File: src/rtl/ctxseq_pkg.sv
package ctxseq_pkg;
    parameter int DEPTH   = 16;
    parameter int AW      = $clog2(DEPTH);
    parameter int CTX_W   = 5;
    parameter int STEP_W  = 4;
    parameter int NCOND   = 4;
    parameter int CSEL_W  = $clog2(NCOND);
    parameter int MAX_STG = 4;
    parameter int STG_W   = $clog2(MAX_STG);
    parameter int DII_W   = 2;

    typedef struct packed {
        logic               term;
        logic               loop;
        logic [STG_W-1:0]   nstg_m1;
        logic [DII_W-1:0]   dii_m1;
        logic [STEP_W-1:0]  step;
        logic [CTX_W-1:0]   ctx;
        logic [CSEL_W-1:0]  csel;
        logic [AW-1:0]      nxt_f;
        logic [AW-1:0]      nxt_t;
    } entry_t;

    localparam int ENTRY_W = $bits(entry_t);

    typedef struct packed {
        logic [AW-1:0]      state;
        logic               run;
        logic               done;
        logic               drain;
        logic [DII_W-1:0]   phase;
        logic [MAX_STG-1:0] vld;
    } seq_t;
endpackage

File: src/rtl/ctxseq_table.sv
module ctxseq_table
    import ctxseq_pkg::*;
(
    input  logic          clk,
    input  logic          rst_n,
    input  logic          we,
    input  logic [AW-1:0] waddr,
    input  entry_t        wdata,
    input  logic [AW-1:0] raddr_a,
    output entry_t        rd_a,
    input  logic [AW-1:0] raddr_b,
    output entry_t        rd_b,
    input  logic [AW-1:0] raddr_c,
    output logic          loop_c
);
    entry_t rows_q [DEPTH];
    entry_t rows_d [DEPTH];

    always_comb begin
        for (int i = 0; i < DEPTH; i++) begin
            rows_d[i] = rows_q[i];
        end
        if (we) begin
            rows_d[waddr] = wdata;
        end
    end

    always_ff @(posedge clk or negedge rst_n) begin
        if (!rst_n) begin
            for (int i = 0; i < DEPTH; i++) begin
                rows_q[i] <= '0;
            end
        end else begin
            for (int i = 0; i < DEPTH; i++) begin
                rows_q[i] <= rows_d[i];
            end
        end
    end

    assign rd_a   = rows_q[raddr_a];
    assign rd_b   = rows_q[raddr_b];
    assign loop_c = rows_q[raddr_c].loop;
endmodule

File: src/rtl/ctxseq_brk_arb.sv
module ctxseq_brk_arb
    import ctxseq_pkg::*;
(
    input  logic [MAX_STG-1:0] req,
    output logic               hit,
    output logic [MAX_STG-1:0] keep
);
    // Highest requesting stage (oldest iteration) wins; only stages above it survive.
    always_comb begin
        hit  = 1'b0;
        keep = '1;
        for (int i = 0; i < MAX_STG; i++) begin
            if (req[i]) begin
                hit  = 1'b1;
                keep = {MAX_STG{1'b1}} << (i + 1);
            end
        end
    end
endmodule

File: src/rtl/ctxseq_top.sv
module ctxseq_top
    import ctxseq_pkg::*;
(
    input  logic               clk,
    input  logic               rst_n,
    input  logic               host_we,
    input  logic [AW-1:0]      host_addr,
    input  logic [ENTRY_W-1:0] host_wdata,
    output logic [ENTRY_W-1:0] host_rdata,
    input  logic               cmd_start,
    input  logic               cmd_halt,
    input  logic [NCOND-1:0]   cond_i,
    input  logic [MAX_STG-1:0] brk_i,
    input  logic               stall_i,
    output logic [CTX_W-1:0]   ctx_o,
    output logic [STEP_W-1:0]  step_act_o,
    output logic [MAX_STG-1:0] stage_en_o,
    output logic               done_o
);
    seq_t               seq_q, seq_n, seq_d;
    entry_t             cur, host_ent;
    logic               go;
    logic [AW-1:0]      tgt;
    logic               tgt_loop;
    logic [MAX_STG-1:0] stg_msk, brk_req, keep;
    logic               brk_hit;
    logic               running;

    assign running = seq_q.run;

    ctxseq_table u_table (
        .clk     (clk),
        .rst_n   (rst_n),
        .we      (host_we && !seq_q.run),
        .waddr   (host_addr),
        .wdata   (entry_t'(host_wdata)),
        .raddr_a (seq_q.state),
        .rd_a    (cur),
        .raddr_b (host_addr),
        .rd_b    (host_ent),
        .raddr_c (tgt),
        .loop_c  (tgt_loop)
    );

    assign host_rdata = host_ent;

    for (genvar g = 0; g < MAX_STG; g++) begin : g_msk
        assign stg_msk[g] = (cur.nstg_m1 >= STG_W'(g));
    end

    assign brk_req = brk_i & seq_q.vld & stg_msk & {MAX_STG{!seq_q.drain}};

    ctxseq_brk_arb u_arb (
        .req  (brk_req),
        .hit  (brk_hit),
        .keep (keep)
    );

    // Next-state selection (does not depend on the target's table read).
    always_comb begin
        logic [MAX_STG-1:0] vk, vn;
        logic               dr, wrap;
        seq_n = seq_q;
        go    = 1'b0;
        tgt   = cur.nxt_t;
        vk    = seq_q.vld;
        vn    = seq_q.vld;
        dr    = seq_q.drain;
        wrap  = 1'b0;
        if (cmd_start) begin
            go         = 1'b1;
            tgt        = '0;
            seq_n.run  = 1'b1;
            seq_n.done = 1'b0;
        end else if (cmd_halt) begin
            seq_n.run = 1'b0;
        end else if (seq_q.run && !stall_i) begin
            if (cur.loop) begin
                vk          = brk_hit ? (seq_q.vld & keep) : seq_q.vld;
                dr          = seq_q.drain | brk_hit;
                wrap        = (seq_q.phase == cur.dii_m1);
                seq_n.phase = wrap ? '0 : seq_q.phase + 1'b1;
                vn          = wrap ? ({vk[MAX_STG-2:0], !dr} & stg_msk) : vk;
                seq_n.vld   = vn;
                seq_n.drain = dr;
                if (dr && (vn == '0)) begin
                    go  = 1'b1;
                    tgt = cur.nxt_t;
                end
            end else if (cur.term) begin
                seq_n.run  = 1'b0;
                seq_n.done = 1'b1;
            end else begin
                go  = 1'b1;
                tgt = cond_i[cur.csel] ? cur.nxt_t : cur.nxt_f;
            end
        end
    end

    // Entry setup for the target, using its loop flag.
    always_comb begin
        seq_d = seq_n;
        if (go) begin
            seq_d.state = tgt;
            seq_d.phase = '0;
            seq_d.drain = 1'b0;
            seq_d.vld   = tgt_loop ? MAX_STG'(1) : '0;
        end
    end

    always_ff @(posedge clk or negedge rst_n) begin
        if (!rst_n) begin
            seq_q <= '0;
        end else begin
            seq_q <= seq_d;
        end
    end

    assign ctx_o      = (seq_q.run && cur.loop) ? (cur.ctx + CTX_W'(seq_q.phase)) : cur.ctx;
    assign step_act_o = (seq_q.run && !cur.loop) ? cur.step : '0;
    assign stage_en_o = (seq_q.run && cur.loop) ? (seq_q.vld & stg_msk) : '0;
    assign done_o     = seq_q.done;
endmodule

File: config.mk
export PLATFORM = sky130hd
export DESIGN_NAME = ctxseq_top
export DESIGN_NICKNAME = d
export VERILOG_FILES = /design/src/rtl/ctxseq_pkg.sv /design/src/rtl/ctxseq_table.sv /design/src/rtl/ctxseq_brk_arb.sv /design/src/rtl/ctxseq_top.sv
export SDC_FILE = /design/constraint.sdc
export NUM_CORES = 1
export LEC_CHECK = 0
export BUFFER_PORTS_ARGS = -buffer_cell sky130_fd_sc_hd__buf_2
export CORE_UTILIZATION = 50
export CTS_CLUSTER_SIZE = 14
export DETAILED_ROUTE_END_ITERATION = 12
export GPL_TIMING_DRIVEN = 0
export MAX_ROUTING_LAYER = met4
export PLACE_DENSITY_LB_ADDON = 0.1
export RECOVER_POWER = 50
export REMOVE_ABC_BUFFERS = 1
export SYNTH_ARGS = -nofsm -noshare
export SYNTH_HDL_FRONTEND = slang
export SYNTH_SLANG_ARGS = --single-unit
File: constraint.sdc
create_clock -name clk -period 3.19 [get_ports clk]
set_clock_uncertainty 0.05 [all_clocks]
set_input_delay 0 -clock clk [delete_from_list [all_inputs] [get_ports clk]]
set_output_delay 0 -clock clk [all_outputs]
set_load 0.02 [all_outputs]
==> results.py, run 1 <==
metrics = {
    "run_status": {
        "status": "complete, but fails checks",
        "violations": "DRC, capacitance limit, slew limit, setup timing",
    },
    "global_route": {
        "use_met1_pct": 37.9,
        "gr-usage-met2_pct": 47.2,
        "top_usage_layer": "met2",
        "grt_util_all_layers_pct": 29.2,
        "grt_pass1_wl_um": 94200,
        "grt_pass1_vias": 14800,
        "antenna_found_initial": 3,
        "met3_usage_pct": 3.97,
        "grt_max_degree": 121,
        "grt_overflow": 0,
    },
    "finish": {
        "syn_to_final_growth_pct": 19.2,
        "layout_commonest_cell": "dfrtp_1",
        "layout.cells.most_common_list": "dfrtp_1 (409), mux2_2 (402), mux4_2 (235)",
        "multi_input_area_um2": 11700,
        "fillCellCount": 3388,
        "fin_nets": 1604,
        "layout.cells.non_filler": 2188,
        "final_util_pct": 60.4,
        "final-seq-area_um2": 10300,
        "drive_gt1_share_pct": 60.6,
    },
    "yosys": {
        "synth_cells": 1413,
        "async_flop_share_pct": 100,
        "synth_warnings": 0,
        "synth_seq_cells": 413,
        "synthFlopType": "dfrtp_1",
        "synth_cell_types": 62,
        "seq_area_frac_synth_pct": 46.2,
        "synth_area_um2": 22400,
        "synth_edf_count": 0,
        "synth.top_cell.area_share_pct": 46.2,
        "syn_area_per_cell_um2": 15.8,
        "synth_area_leader_cell": "dfrtp_1",
        "synthTopCellsByArea": "dfrtp_1 (46%), mux4_2 (23%), mux2_2 (20%), clkbuf_1 (1.4%), mux4_1 (1.4%)",
    },
    "clock_network": {
        "root_buffer": "clkbuf_16",
        "h-tree-depth": 2,
        "cts.sinks": 413,
        "path_clk_slew_ns": 0.06,
        "cts_tree": "done",
        "clockBufferDepth": 3,
        "cts_inserted_buffers": 47,
        "clock_latency_ns": 0.58,
    },
    "timing": {
        "timing.final.hold_violations": 0,
        "slew_headroom_pct": -17.0,
        "worst_slack_ns": -0.443,
        "finalSetupViolCount": 18,
        "rsz0062_at_grt": "yes",
        "worst_slew_pin_slew_ns": 1.76,
        "fin_crit_sh_pct": 114,
        "fmax_mhz": 275,
        "slew_viol_final": 178,
        "fin_crit_ns": 3.63,
    },
    "flow_run": {
        "maxCapViolCount": 2,
    },
    "die": {
        "die_width_um": 213,
        "core_area_um2": 44100,
        "die_y_um": 213,
        "ios": 82,
        "die_area_um2": 45600,
        "start_util_pct": 50.7,
        "row_count": 77,
    },
    "power_and_ir_drop": {
        "swShare_pct": 32.0,
        "peakVddDrop_mv": 0.393,
        "pwr-share-clk_pct": 25.8,
        "intPower_mw": 14.2,
        "power_frac_comb_pct": 39.8,
        "power_frac_seq_pct": 34.4,
        "p_sw_mw": 6.65,
        "static-leakage-power_nw": 11.6,
        "power_density_nw_per_um2": 781,
    },
    "placement": {
        "dp_cells": 1997,
        "portBuffers": 81,
        "dp_slack_ns": -1.44,
        "place.gp.congestion": 0.798,
        "dp_hpwl_um": 35900,
    },
    "worst_setup_path": {
        "crit_fanout": 6,
        "cp-start-kind": "register",
        "timing.critical_path.required_ns": 3.65,
        "crit_arrival_ns": 4.09,
        "endpoint_kind": "register",
        "path_class": "register to register",
    },
    "detailed_routing": {
        "vias": 13900,
        "viasPerCell": 6.34,
        "drc": 2,
        "drt-total-wl_um": 62100,
        "dr.first_iter.drc_count": 1031,
        "routedWlPerCell_um": 28.4,
        "drtAntennaViolNets": 0,
        "firstDrtPassIters": 12,
    },
    "hold_path": {
        "min_path_type": "input pin to register",
    },
}
-- Yosys cell counts (4+ instances only) --
cell type,count
a21oi_1,10
and3_1,5
buf_1,16
buf_2,12
buf_6,6
clkbuf_1,86
dfrtp_1,413
inv_1,13
mux2_2,407
mux2i_1,26
mux4_1,12
mux4_2,226
nand2_1,52
nand2b_1,4
nand3_1,10
nor2_1,25
nor2b_1,11
nor3_1,5
o21ai_0,14
-- cells by family (layout without fill, tap and decap cells) --
kind of cell	count (synthesis)	count (layout)	share of synthesized area (%)
adders and majority gates	3	3	0.201
xor gates and xnor gates	4	4	0.190
and+or+nand+nor	125	125	2.60
buffers and inverters	137	317	2.81
muxes	672	672	45.9
DFF	413	413	46.2
AOI/OAI and AO/OA	59	59	2.07
other	0	3	0
-- path summary, 6_finish.rpt --
check,startpoint,end,slack (ns),cells after the start
max,seq_n[9],seq_q[0],-0.44,14
min,host_we,u_table.rows_q[59],0.15,5
max reg2reg,seq_n[9],seq_q[0],-0.44,14
min reg2reg,u_table.rows_q[331],u_table.rows_q[331],0.47,1
max in group asynchronous,rst_n,seq_n[11],0.23,5
min in group asynchronous,rst_n,u_table.rows_q[368],0.97,4
-- per-stage QoR --
| stage | power, mW | setup TNS (ns) | hold slack [ns] | instance area, µm² |
|---|---|---|---|---|
| final | 20.8 | -3.28 | 0.148 | 26700 |
| after global routing | 21.7 | -24.31 | 0.177 | 26700 |
| after CTS | 20.8 | -2.60 | 0.123 | 26700 |
| after detailed placement | 13.7 | -14.60 | -0.0519 | 23800 |
| after global placement | 13.1 | -4054.31 | 0.243 | 22900 |
| after floorplan | 11.8 | -66.38 | -0.346 | 21800 |
-- power groups by stage --
stage / Clock (mW) / Combinational [mW] / Sequential [mW]
final: 5.37 / 8.29 / 7.15
after global routing: 5.69 / 8.74 / 7.28
after CTS: 5.48 / 8.16 / 7.11
after detailed placement: 0 / 6.31 / 7.41
after global placement: 0 / 5.42 / 7.68
after floorplan: 0 / 4.51 / 7.28
-- worst max-delay path, stage by stage (launching register included) --
cell and delay, ns:
dfrtp_4 0.52, buf_8 0.15, buf_4 0.14, buf_16 0.14, mux4_2 0.47, a22o_4 0.28, o211ai_1 0.21, a211oi_2 0.15
a31o_2 0.27, a31oi_4 0.19, o311ai_4 0.16, or2_4 0.32, o41ai_4 0.27, a41o_1 0.14, a31o_1 0.10
-- registers in the layout (all words and copies together) (netlist names) --
register,count
u_table.rows_q,400
seq_q,7
done_o,1
running,1
seq_n,4
-- per-layer routing --
metal	vias to the layer above	routed length, µm
met5	-	0
met4	0	1840
met3	102	2670
met2	382	31200
met1	7578	26400
li1	5819	-
-- layout make-up --
type	instances	share of cell area [%]
clock buffers	75	5.45
multi-input cells	863	43.9
well taps	592	2.78
repair buffers	220	8.56
clock inverters	9	0.282
inverters	13	0.221
flip-flops and latches	413	38.8
diodes	3	0.0282
-- repair_timing --
action | in CTS | in global routing
hold buffers | 38 | 0
gates cloned | 6 | 0
endpoints found under the setup margin | 24 | 21
pin swaps | 33 | 13
gates resized for setup | 97 | 19
hold endpoints to repair | 584 | 0
setup buffers | 55 | 5
Note: power is estimated with default switching activity, not from simulation.
==> inputs of run 2 (changes only) <==
Settings changed: CELL_PAD_IN_SITES_DETAIL_PLACEMENT set to 0, CELL_PAD_IN_SITES_GLOBAL_PLACEMENT set to 2, CORE_UTILIZATION 50 to 42.
==> run 2 against run 1 <==
  * The flow finishes with violations (capacitance limit, slew limit, setup timing)
  * Fmax increased by 0.68%
  * Cell count increased by 3.9%
  * Critical path type unchanged
  * Largest power group unchanged
  * Final area increased by 0.26%
  * Hold slack got worse by 0.023 ns
  * First-iteration DRC count decreased by 16%
==> results.py, run 2 (synthesis results as in run 1) <==
metrics = {
    "run_status": {
        "status": "complete, but fails checks",
        "violations": "capacitance limit, slew limit, setup timing",
    },
    "worst_setup_path": {
        "path_class": "register to register",
        "path_cells": "buf_8, mux4_2, mux4_2, xnor2_2, a21oi_4, buf_4, o31a_1, o311ai_4, or2_4, o41ai_4, a41o_1, a31o_1",
        "crit_family": "compound AO/OA/AOI/OAI gates",
        "cp-start-kind": "register",
        "crit_fanout": 6,
        "cp_slowest_cell": "mux4_2",
        "crit_arrival_ns": 4.03,
        "cp.buffers_inverters": 2,
        "endpoint_kind": "register",
        "worst_path_most_repeated_cell": "mux4_2",
        "slowest_delay_ns": 0.55,
        "timing.critical_path.required_ns": 3.61,
    },
    "power_and_ir_drop": {
        "pwr-share-clk_pct": 27.4,
        "intPower_mw": 14.3,
        "swShare_pct": 32.1,
        "p_sw_mw": 6.77,
        "peakVddDrop_mv": 0.458,
        "power_frac_comb_pct": 38.6,
        "power_density_nw_per_um2": 789,
        "power_frac_seq_pct": 34.0,
        "static-leakage-power_nw": 11.6,
    },
    "placement": {
        "dp_slack_ns": -1.59,
        "dp_hpwl_um": 38300,
        "dpl_cell_area_um2": 23900,
        "place.gp.congestion": 0.794,
        "portBuffers": 81,
    },
    "hold_path": {
        "min_path_type": "input pin to register",
    },
    "detailed_routing": {
        "drtAntennaViolNets": 0,
        "dr.first_iter.drc_count": 867,
        "drc": 0,
        "vias": 13900,
        "routedWlPerCell_um": 28.7,
        "firstDrtPassIters": 5,
        "drt-total-wl_um": 65200,
        "viasPerCell": 6.12,
    },
    "clock_network": {
        "clock_latency_ns": 0.60,
        "cts_inserted_buffers": 49,
        "clockBufferDepth": 3,
        "h-tree-depth": 2,
        "cts_tree": "done",
        "path_clk_slew_ns": 0.06,
        "cts.sinks": 413,
        "root_buffer": "clkbuf_16",
    },
    "finish": {
        "largest_reg_flops": 400,
        "drive_gt1_share_pct": 60.2,
        "postLayoutCellArea_um2": 26700,
        "syn_to_final_growth_pct": 19.5,
        "final-seq-area_um2": 10300,
        "multi_input_area_um2": 11700,
        "top_register": "u_table.rows_q",
        "fillCellCount": 4456,
        "fin_nets": 1595,
        "layout_commonest_cell": "dfrtp_1",
        "layout.cells.most_common_list": "dfrtp_1 (409), mux2_2 (403), mux4_2 (233)",
    },
    "global_route": {
        "grt_overflow": 0,
        "antenna_found_initial": 1,
        "grt_max_degree": 114,
        "grt_pass1_vias": 14600,
        "grt_util_all_layers_pct": 25.9,
        "grt_pass1_wl_um": 99200,
    },
    "timing": {
        "slew_viol_final": 114,
        "fin_crit_sh_pct": 113,
        "timing.final.hold_violations": 0,
        "rsz0062_at_grt": "yes",
        "fin_crit_ns": 3.61,
        "slew_headroom_pct": -9.64,
        "worst_slew_pin_slew_ns": 1.64,
        "fmax_mhz": 277,
        "worst_slack_ns": -0.418,
        "finalHoldWorstSlack_ns": 0.126,
        "finalSetupViolCount": 16,
    },
    "die": {
        "start_util_pct": 42.5,
        "die_area_um2": 54200,
        "die_y_um": 233,
        "row_count": 84,
        "die_width_um": 233,
        "core_area_um2": 52600,
        "ios": 82,
    },
    "flow_run": {
        "maxCapViolCount": 1,
    },
}
-- run 2: changes by cell type in the layout (fill, tap and decap cells not counted), sizes merged --
cell,change
clkbuf,-1
bufbuf,-1
clkinv,+3
buf,-13
inv,+1
dlygate4sd3,-1
bufinv,+3
diode,-1
-- run 2: metal layers --
layer	wire (µm)	vias up	global-route usage, %
met3	2980	98	3.75
met5	0	-	-
met2	30800	345	39.3
met1	29900	7652	36.8
li1	-	5811	-
met4	1410	0	5.84
-- run 2: per-stage QoR --
stage / TNS (ns) / power, mW / std cells / utilization (%)
6_report: -3.61 / 21.1 / 2274 / 50.9
4_1_cts: -3.38 / 21.0 / 2267 / 50.7
3_5_place_dp: -17.45 / 13.8 / 2093 / 45.4
5_1_grt: -5.56 / 22.1 / 2273 / 50.9
3_3_place_gp: -4278.59 / 13.2 / 2058 / 43.9
2_1_floorplan: -66.38 / 11.8 / 1289 / -
-- run 2: worst paths after layout --
path / from / endpoint / cells past startpoint / slack, ns
setup / recovery: seq_n[9] / seq_q[0] / 12 / -0.42
hold / removal: host_we / u_table.rows_q[48] / 5 / 0.13
setup reg to reg: seq_n[9] / seq_q[0] / 12 / -0.42
hold reg to reg: u_table.rows_q[121] / u_table.rows_q[121] / 1 / 0.47
max in group asynchronous: rst_n / seq_n[10] / 5 / 0.66
min in group asynchronous: rst_n / u_table.rows_q[359] / 4 / 0.88
-- run 2: final cells by class --
type                            count  share of cell area [%]
Timing Repair Buffer              209                    7.98
Multi-Input combinational cell    863                    43.6
Tap cell                          688                    3.22
Inverter                           13                   0.220
Clock inverter                     16                   0.707
Sequential cell                   413                    38.7
Clock buffer                       70                    5.49
Antenna cell                        2                  0.0187
-- run 2: power groups by stage --
stage	logic (mW)	registers, mW	clock network (mW)
global placement	5.49	7.72	0
detailed placement	6.38	7.45	0
CTS	7.90	7.17	5.94
finish	8.15	7.17	5.77
global route	8.67	7.32	6.15
floorplan	4.51	7.28	0
-- run 2: worst register-to-register path, delay by kind of cell, from the launching register on --
kind / cells / cell delay, ns
mux: 2 / 1.05
flops: 1 / 0.47
buf+inv: 2 / 0.30
compound gates: 6 / 1.17
simple gates: 1 / 0.21
xor+xnor: 1 / 0.24
-- run 2: timing repair --
| item | CTS | global route |
|---|---|---|
| pin swaps | 17 | 9 |
| hold endpoints to repair | 651 | 0 |
| setup buffers | 46 | 7 |
| endpoints found under the setup margin | 25 | 20 |
| gates cloned | 5 | 0 |
| hold buffers | 37 | 0 |
| gates resized for setup | 58 | 43 |
